==> src/rtl/xmc_pkg.sv <==
package xmc_pkg;
   typedef enum logic [1:0] {
      MD_OFF      = 2'b00,
      MD_FAILSAFE = 2'b01,
      MD_NORMAL   = 2'b10,
      MD_SLEEP    = 2'b11
   } xmc_mode_e;

   function automatic int cnt_bits(input int n);
      return (n < 2) ? 1 : $clog2(n + 1);
   endfunction
endpackage

==> src/rtl/xmc_en_filter.sv <==
module xmc_en_filter #(
   parameter int RISE_US = 7,
   parameter int FALL_US = 15
) (
   input  logic clk,
   input  logic rst_n,
   input  logic tick,
   input  logic raw,
   output logic filt
);
   localparam int MAXD = (RISE_US > FALL_US) ? RISE_US : FALL_US;
   localparam int CW   = xmc_pkg::cnt_bits(MAXD);

   if (RISE_US < 1) begin : g_bad_rise
      $error("RISE_US must be at least 1");
   end
   if (FALL_US < 1) begin : g_bad_fall
      $error("FALL_US must be at least 1");
   end

   logic [CW-1:0] cnt_q;
   logic [CW-1:0] last_cnt;

   assign last_cnt = raw ? CW'(RISE_US - 1) : CW'(FALL_US - 1);

   always_ff @(posedge clk or negedge rst_n) begin
      if (!rst_n) begin
         filt  <= 1'b0;
         cnt_q <= '0;
      end else if (raw == filt) begin
         cnt_q <= '0;
      end else if (tick) begin
         if (cnt_q == last_cnt) begin
            filt  <= raw;
            cnt_q <= '0;
         end else begin
            cnt_q <= cnt_q + 1'b1;
         end
      end
   end


   filt_on_tick_chk: assert property (@(posedge clk) disable iff (!rst_n)
      !$stable(filt) |-> $past(tick) && ($past(raw) == filt));
endmodule

==> src/rtl/xmc_pwrup_timer.sv <==
module xmc_pwrup_timer #(
   parameter int DELAY_US = 200
) (
   input  logic clk,
   input  logic rst_n,
   input  logic tick,
   input  logic run,
   input  logic clear,
   output logic ready
);
   if (DELAY_US < 0) begin : g_bad_delay
      $error("DELAY_US must not be negative");
   end

   if (DELAY_US == 0) begin : g_nodelay
      logic live_q;
      always_ff @(posedge clk or negedge rst_n) begin
         if (!rst_n)     live_q <= 1'b0;
         else if (clear) live_q <= 1'b0;
         else            live_q <= 1'b1;
      end
      assign ready = live_q;
   end else begin : g_count
      localparam int CW = xmc_pkg::cnt_bits(DELAY_US);
      logic [CW-1:0] cnt_q;
      always_ff @(posedge clk or negedge rst_n) begin
         if (!rst_n)
            cnt_q <= '0;
         else if (clear)
            cnt_q <= '0;
         else if (run && tick && cnt_q != CW'(DELAY_US))
            cnt_q <= cnt_q + 1'b1;
      end
      assign ready = (cnt_q == CW'(DELAY_US));


      ready_on_tick_chk: assert property (@(posedge clk) disable iff (!rst_n)
         $rose(ready) |-> $past(tick) && $past(run));
   end
endmodule

==> src/rtl/xmc_mode_ctrl.sv <==
module xmc_mode_ctrl
   import xmc_pkg::*;
#(
   parameter int EN_ON_US  = 7,
   parameter int EN_OFF_US = 15,
   parameter int PWRUP_US  = 200
) (
   input  logic       clk,
   input  logic       rst_n,
   input  logic       tick_us,
   input  logic       supply_good,
   input  logic       supply_low,
   input  logic       en_pin,
   input  logic       txd_in,
   input  logic       wake_pulse,
   input  logic       wake_is_local,
   output logic [1:0] mode,
   output logic       inh_on,
   output logic       term_on,
   output logic       comm_on,
   output logic       rxd_wake_low,
   output logic       txd_strong_pd
);
   xmc_mode_e state_q, state_d;
   logic      en_filt, en_filt_q, en_fall;
   logic      wreq_q, wloc_q;
   logic      pwr_ready;
   logic      powered;

   xmc_en_filter #(.RISE_US(EN_ON_US), .FALL_US(EN_OFF_US)) u_en_filt (
      .clk  (clk),
      .rst_n(rst_n),
      .tick (tick_us),
      .raw  (en_pin),
      .filt (en_filt)
   );

   assign powered = (state_q == MD_FAILSAFE) || (state_q == MD_NORMAL);

   xmc_pwrup_timer #(.DELAY_US(PWRUP_US)) u_pwrup (
      .clk  (clk),
      .rst_n(rst_n),
      .tick (tick_us),
      .run  (!supply_low),
      .clear(state_q == MD_OFF),
      .ready(pwr_ready)
   );

   assign en_fall = en_filt_q && !en_filt;

   always_comb begin
      state_d = state_q;
      if (!supply_good) begin
         state_d = MD_OFF;
      end else begin
         unique case (state_q)
            MD_OFF:      state_d = MD_FAILSAFE;
            MD_FAILSAFE: if (en_filt && !supply_low) state_d = MD_NORMAL;
            MD_NORMAL: begin
               if (supply_low)   state_d = MD_FAILSAFE;
               else if (en_fall) state_d = txd_in ? MD_SLEEP : MD_FAILSAFE;
            end
            MD_SLEEP:    if (wake_pulse) state_d = MD_FAILSAFE;
            default:     state_d = MD_OFF;
         endcase
      end
   end

   always_ff @(posedge clk or negedge rst_n) begin
      if (!rst_n) begin
         state_q   <= MD_OFF;
         en_filt_q <= 1'b0;
         wreq_q    <= 1'b0;
         wloc_q    <= 1'b0;
      end else begin
         state_q   <= state_d;
         en_filt_q <= en_filt;
         if (!supply_good || en_pin) begin
            wreq_q <= 1'b0;
            wloc_q <= 1'b0;
         end else if (state_q == MD_SLEEP && wake_pulse) begin
            wreq_q <= 1'b1;
            wloc_q <= wake_is_local;
         end
      end
   end

   assign mode          = state_q;
   assign term_on       = powered;
   assign comm_on       = (state_q == MD_NORMAL);
   assign inh_on        = powered && pwr_ready && !supply_low;
   assign rxd_wake_low  = wreq_q && (state_q == MD_FAILSAFE);
   assign txd_strong_pd = wreq_q && wloc_q && (state_q == MD_FAILSAFE);


   off_on_loss_chk: assert property (@(posedge clk) disable iff (!rst_n)
      !supply_good |=> mode == 2'b00);

   normal_entry_chk: assert property (@(posedge clk) disable iff (!rst_n)
      (state_q == MD_NORMAL && $past(state_q) == MD_FAILSAFE) |->
         $past(en_filt) && !$past(supply_low));

   sleep_entry_chk: assert property (@(posedge clk) disable iff (!rst_n)
      (state_q == MD_SLEEP && $past(state_q) != MD_SLEEP) |->
         $past(txd_in) && $past(state_q) == MD_NORMAL);

   uv_exit_chk: assert property (@(posedge clk) disable iff (!rst_n)
      (supply_low && state_q == MD_NORMAL) |=> state_q != MD_NORMAL);

   wake_exit_chk: assert property (@(posedge clk) disable iff (!rst_n)
      (state_q == MD_FAILSAFE && $past(state_q) == MD_SLEEP) |-> $past(wake_pulse));

   report_clear_chk: assert property (@(posedge clk) disable iff (!rst_n)
      $past(en_pin) |-> !rxd_wake_low && !txd_strong_pd);
endmodule

==> config.mk <==
export PLATFORM = sky130hd
export DESIGN_NAME = xmc_mode_ctrl
export DESIGN_NICKNAME = d
export VERILOG_FILES = /design/src/rtl/xmc_pkg.sv /design/src/rtl/xmc_en_filter.sv /design/src/rtl/xmc_pwrup_timer.sv /design/src/rtl/xmc_mode_ctrl.sv
export SDC_FILE = /design/constraint.sdc
export NUM_CORES = 1
export LEC_CHECK = 0
export BUFFER_PORTS_ARGS = -buffer_cell sky130_fd_sc_hd__clkbuf_2
export CORE_ASPECT_RATIO = 1.4
export CORE_UTILIZATION = 55
export DETAILED_ROUTE_END_ITERATION = 8
export PLACE_DENSITY = 0.76
export SLEW_MARGIN = 5
export SYNTH_ARGS = -nofsm -noshare
export SYNTH_HDL_FRONTEND = slang
export SYNTH_SLANG_ARGS = --single-unit
==> constraint.sdc <==
create_clock -name clk -period 2 [get_ports clk]
set_input_delay 0.4 -clock clk [delete_from_list [all_inputs] [get_ports clk]]
set_output_delay 0.4 -clock clk [all_outputs]
set_load 0.1 [all_outputs]
# Yosys cells after proc, flatten, opt, wreduce, memory -nomap -nowiden
# Cells that the tools add are included.
[classes] addsub=2 n_eq_ne=10 muxes=17 n_bitwise=1 n_reduce_logical=21
[ops] cell="2-to-1 mux 4 bit" count=4
[ops] cell="2-to-1 mux 8 bit" count=2
[ops] cell="2-to-1 mux 2 bit" count=6
[ops] cell="logical AND 1 bit" count=10
[ops] cell="adder 8 x 1 -> 8 bit, second input constant" count=1
[ops] cell="== test 8 bit, second input constant" count=1
[ops] cell="!= test 8 bit, second input constant" count=1
[ops] cell="case mux 2 bit (4 select lines)" count=1
[ops] cell="AND reduction 3 bit" count=2
[ops] cell="nonzero test 2 bit" count=3
[ops] cell="adder 4 x 1 -> 4 bit, second input constant" count=1
[ops] cell="== test 2 bit, second input constant" count=2
[ops] cell="== test 4 bit" count=1
[ops] cell="2-to-1 mux 1 bit" count=4
[ops] cell="!= test 4 x 3 -> 1 bit, second input constant" count=1
[ops] cell="zero test 1 bit" count=3
[ops] cell="!= test 3 x 2 -> 1 bit, second input constant" count=1
[ops] cell="!= test 3 bit, second input constant" count=1
[ops] cell="== test 2 x 1 -> 1 bit, second input constant" count=1
[ops] cell="zero test 2 bit" count=1
[ops] cell="logical OR 1 bit" count=2
[ops] cell="== test 1 bit" count=1
[ops] cell="NOT 1 bit" count=1
[word_totals] regBits=18 in_bits=9 out_inout_bits=7 word_cells=58

# Longest topological paths before layout
[depth] word_depth=6 depth_mapped=5 mapped_depth_nobuf=5

# Cells and area by module
# A second synthesis with hierarchy kept.
[unflattened] hier_cells=119 hier_area_um2=1121.1
[by_module_without_submodules] module="xmc_pwrup_timer" n_inst=1 cells_per_inst=50 area_each_um2=481.7 seq_area_each_um2=200.2
[by_module_without_submodules] module="xmc_mode_ctrl" n_inst=1 cells_per_inst=34 area_each_um2=320.3 seq_area_each_um2=125.1
[by_module_without_submodules] module="xmc_en_filter" n_inst=1 cells_per_inst=35 area_each_um2=319.1 seq_area_each_um2=125.1

# Worst setup path before layout
# OpenSTA, ideal clock, no wires.
[synth_timing] path_kind="flip-flop to output port" start="register state_q[0] (netlist: mode[0])" end="output port inh_on" arrival_ps=4975 required_time_ps=1600 setup_slack_ps=-3375 stages_incl_launch_ff=5 path_buffers=0 cell_sequence="dfrtp_1 -> inv_1 -> ha_1 -> nand2b_1 -> nor4_1"
[synth_via] elab_chain_len=4 word_cells_on_any_way=5 cone_classes="2 x eq/ne; 3 x reduce/logical"
[synth_lines] item="start, declared" line="xmc_mode_ctrl.sv:24" rtl="xmc_mode_e state_q, state_d;"
[synth_lines] item="start signal, assigned" line="xmc_mode_ctrl.sv:76" rtl="state_q <= state_d;"
[synth_lines] item="== test 2 x 1 -> 1 bit or == test 2 bit (tied branches)" line="xmc_mode_ctrl.sv:38" rtl="assign powered = (state_q == MD_FAILSAFE) || (state_q == MD_NORMAL);"
[synth_lines] item="logical OR 1 bit *" line="xmc_mode_ctrl.sv:38"
[synth_lines] item="via term_on" line="xmc_mode_ctrl.sv:19" rtl="output logic term_on,"
[synth_lines] item="logical AND 1 bit * (2 in series)" line="xmc_mode_ctrl.sv:91" rtl="assign inh_on = powered && pwr_ready && !supply_low;"
[synth_lines] item="end, declared" line="xmc_mode_ctrl.sv:18" rtl="output logic inh_on,"
# Mark *: on every way through the listed nets, which the timed path passes. The rest lies on a longest branch.

# Final worst setup path
[layout_timing] start="register u_pwrup.g_count.cnt_q[1]" end="output port inh_on"
[layout_via] elab_chain_len=3
[layout_lines] item="start, declared" line="xmc_pwrup_timer.sv:25" rtl="logic [CW-1:0] cnt_q;"
[layout_lines] item="start signal, assigned" line="xmc_pwrup_timer.sv:32" rtl="cnt_q <= cnt_q + 1'b1;"
[layout_lines] item="== test 8 bit" line="xmc_pwrup_timer.sv:34" rtl="assign ready = (cnt_q == CW'(DELAY_US));"
[layout_lines] item="logical AND 1 bit (2 in series)" line="xmc_mode_ctrl.sv:91"
# Every way passes these cells.

==> flow_metrics.tcl <==
set metrics [dict create \
    synth_ff_type "dfrtp_1" \
    area_growth_pct 26.2 \
    drive_gt1_share_pct 33.1 \
    clkTransAtPathRegs_ps 100 \
    track_usage_pct 24.6 \
    dieArea_um2 2170 \
    dpl_worst_slack_ps 228 \
    num-fill-cells 124 \
    fmax_mhz 491 \
    rrSetupSlack_ps 140 \
    setup_ws_ps -35.7 \
    min_path_type "in -> async" \
    nets 151 \
    rr_endpoint "mode[1]" \
    vdd_ir_drop_max_v 0.000579 \
    p_leak_nw 0.590 \
    synth_area_leader_cell "dfrtp_1" \
    cts_made_buffers 3 \
    finalCriticalPeriod_ps 2040 \
    drv_cap 0 \
    critPathLaunch "u_pwrup.g_count.cnt_q[1]" \
    cts_num_sinks 18 \
    outcome "finished with violations" \
    arrival_ps 1640 \
    io_pins 16 \
    n_antenna_cell 0 \
    final_hold_viol_count 0 \
    cp-end-kind "output port" \
    synthesis.nets 127 \
    start_util_pct 60.5 \
    fin_tns_setup_ps -35.7 \
    dp.cells 143 \
    hold_buffers 0 \
    reg2reg_from "mode[1]" \
    ys_ff_latch 18 \
    violations "setup timing" \
    antenna_found_initial 0 \
    dp_hpwl_um 1530 \
    whs_ps 22.7 \
    cts_tree "done" \
    grt_pass1_vias 838 \
    worstMarginPinSlew_ps 589 \
    drc 0 \
    final_antenna_net_count 0 \
    slew_violations 0 \
    clockBufferDepth 2 \
    vias_per_cell 6.01 \
    path_class "reg -> out" \
    drt_iter0_drc 37 \
    core_area_um2 1800 \
    clock_skew_ps 8.59 \
    synth_top_area_share_pct 41.3 \
    synth.distinct_cells 39 \
    avgSynthCellArea_um2 9.91 \
    grt_pass1_wl_um 3570 \
    die_h_um 54.7 \
    gp_congestion 0.744 \
    syn-instance-count 110 \
    yosysWarnings 0 \
    clock_latency_ps 300 \
    netlist_area_um2 1090 \
    r2r_cells 5 \
    wl_per_cell_um 14.7 \
    die_x_um 39.6 \
    rsz0062_at_grt "yes" \
    via_count 919 \
    required_ps 1600 \
    setup_viol 1 \
    synthArstFlopShare_pct 100 \
    synth.area.top_cells "dfrtp_1, ha_1, nand2b_1" \
    power.density_nw_per_um2 763 \
    cp-endpoint "inh_on" \
    routed_wl_um 2250 \
    htree_levels 1 \
    layout.cells.non_filler 153 \
    clock-root-buffer "clkbuf_4" \
    synth_edf_count 0 \
    grt_overflow 0 \
    critPathLaunchType "register" \
    yosysSeqAreaShare_pct 41.3 \
    grt_max_degree 19 \
    row_count 18 \
    dr.pass1.iters 4 \
    portBuffers 15 \
    post-route-util_pct 76.3 \
    maxSlewHeadroom_pct 60.7 \
    critPathMaxFanout 3 \
    fin_crit_sh_pct 102 \
]
-- layer usage --
metal,up-vias,global-route usage [%],wire length (um)
met3,5,3.66,74
met5,-,0,0
met2,25,42.3,1150
met1,448,29.6,984
met4,0,10.3,40
li1,441,-,-
-- cell families (layout without fill, tap and decap cells) --
| logic type | after synthesis | after routing | synth area share (%) |
|---|---|---|---|
| flops | 18 | 18 | 41.3 |
| mux | 4 | 4 | 4.13 |
| buf+inv | 11 | 34 | 3.90 |
| fa+ha+maj | 8 | 8 | 9.19 |
| compound gates | 25 | 25 | 16.0 |
| simple gates | 41 | 41 | 22.4 |
| xor+xnor | 3 | 3 | 3.10 |
-- worst max-delay path, cell delays in order (launching register included) --
cell and delay, ps:
dfrtp_1 410, inv_2 90, ha_4 130, nand4_1 180, nor4_4 310, buf_12 210
-- how the worst min path moves through the flow --
stage,slack [ps],to,startpoint,cells past startpoint
global placement,360,wloc_q,rst_n,1
detailed placement,360,wreq_q,rst_n,1
global route,60,mode[0],rst_n,1
floorplan,100,en_filt_q,rst_n,0
CTS,40,mode[0],rst_n,1
finish,20,mode[0],rst_n,1
-- through the flow --
step           power, mW  cell area, um2
2_1_floorplan      0.708            1140
3_3_place_gp       0.770            1280
3_5_place_dp       0.779            1280
4_1_cts             1.05            1370
5_1_grt             1.09            1380
6_report            1.05            1380
-- power breakdown --
| part | total [mW] | switching (mW) | internal (mW) |
|---|---|---|---|
| combinational | 0.421 | 0.276 | 0.145 |
| sequential | 0.405 | 0.0190 | 0.386 |
| clock | 0.223 | 0.112 | 0.111 |
-- Yosys cell counts (2+ instances only) --
cell / instances
nand2b_1: 7
nand3b_1: 3
inv_1: 8
nand3_1: 4
xor2_1: 2
nor2b_1: 2
dfrtp_1: 18
a21oi_1: 8
nand2_1: 7
o2bb2ai_1: 2
or3_1: 4
nor2_1: 3
o21ai_0: 6
mux2i_1: 3
ha_1: 8
nand4_1: 2
-- registers in the layout, indices dropped and copies added, names as in the netlist --
name / cells
mode: 2
en_filt_q: 1
u_en_filt.filt: 1
u_en_filt.cnt_q: 4
wloc_q: 1
wreq_q: 1
u_pwrup.g_count.cnt_q: 8
-- area by class of cell --
type                       count  area [um2]  share of cell area, %
sequential                    18         458                   33.3
inverter                       9        38.8                   2.82
multi-input combinational     81         649                   47.2
clock buffer                   4        36.3                   2.64
tap                           20        25.0                   1.82
timing repair buffer          21         168                   12.2
-- cell usage in the layout (no fill, tap or decap), types with 3 or more instances in the layout --
cell      instances
a21oi_1           8
nand3b_1          3
buf_4             7
buf_12            3
ha_1              5
or3_1             4
mux2i_1           3
nor2_1            3
o21ai_0           6
nand3_1           4
dfrtp_1          16
nand2b_1          6
inv_1             4
nand2_1           7
clkbuf_2         11
clkbuf_4          3
-- repair_timing --
| action | CTS | global route |
|---|---|---|
| gates resized for setup | 4 | 1 |
| endpoints found under the setup margin | 1 | 3 |
| setup buffers | 6 | 0 |
| pin swaps | 3 | 0 |
| cloned | 0 | 0 |
(Power assumes the default switching activity.)
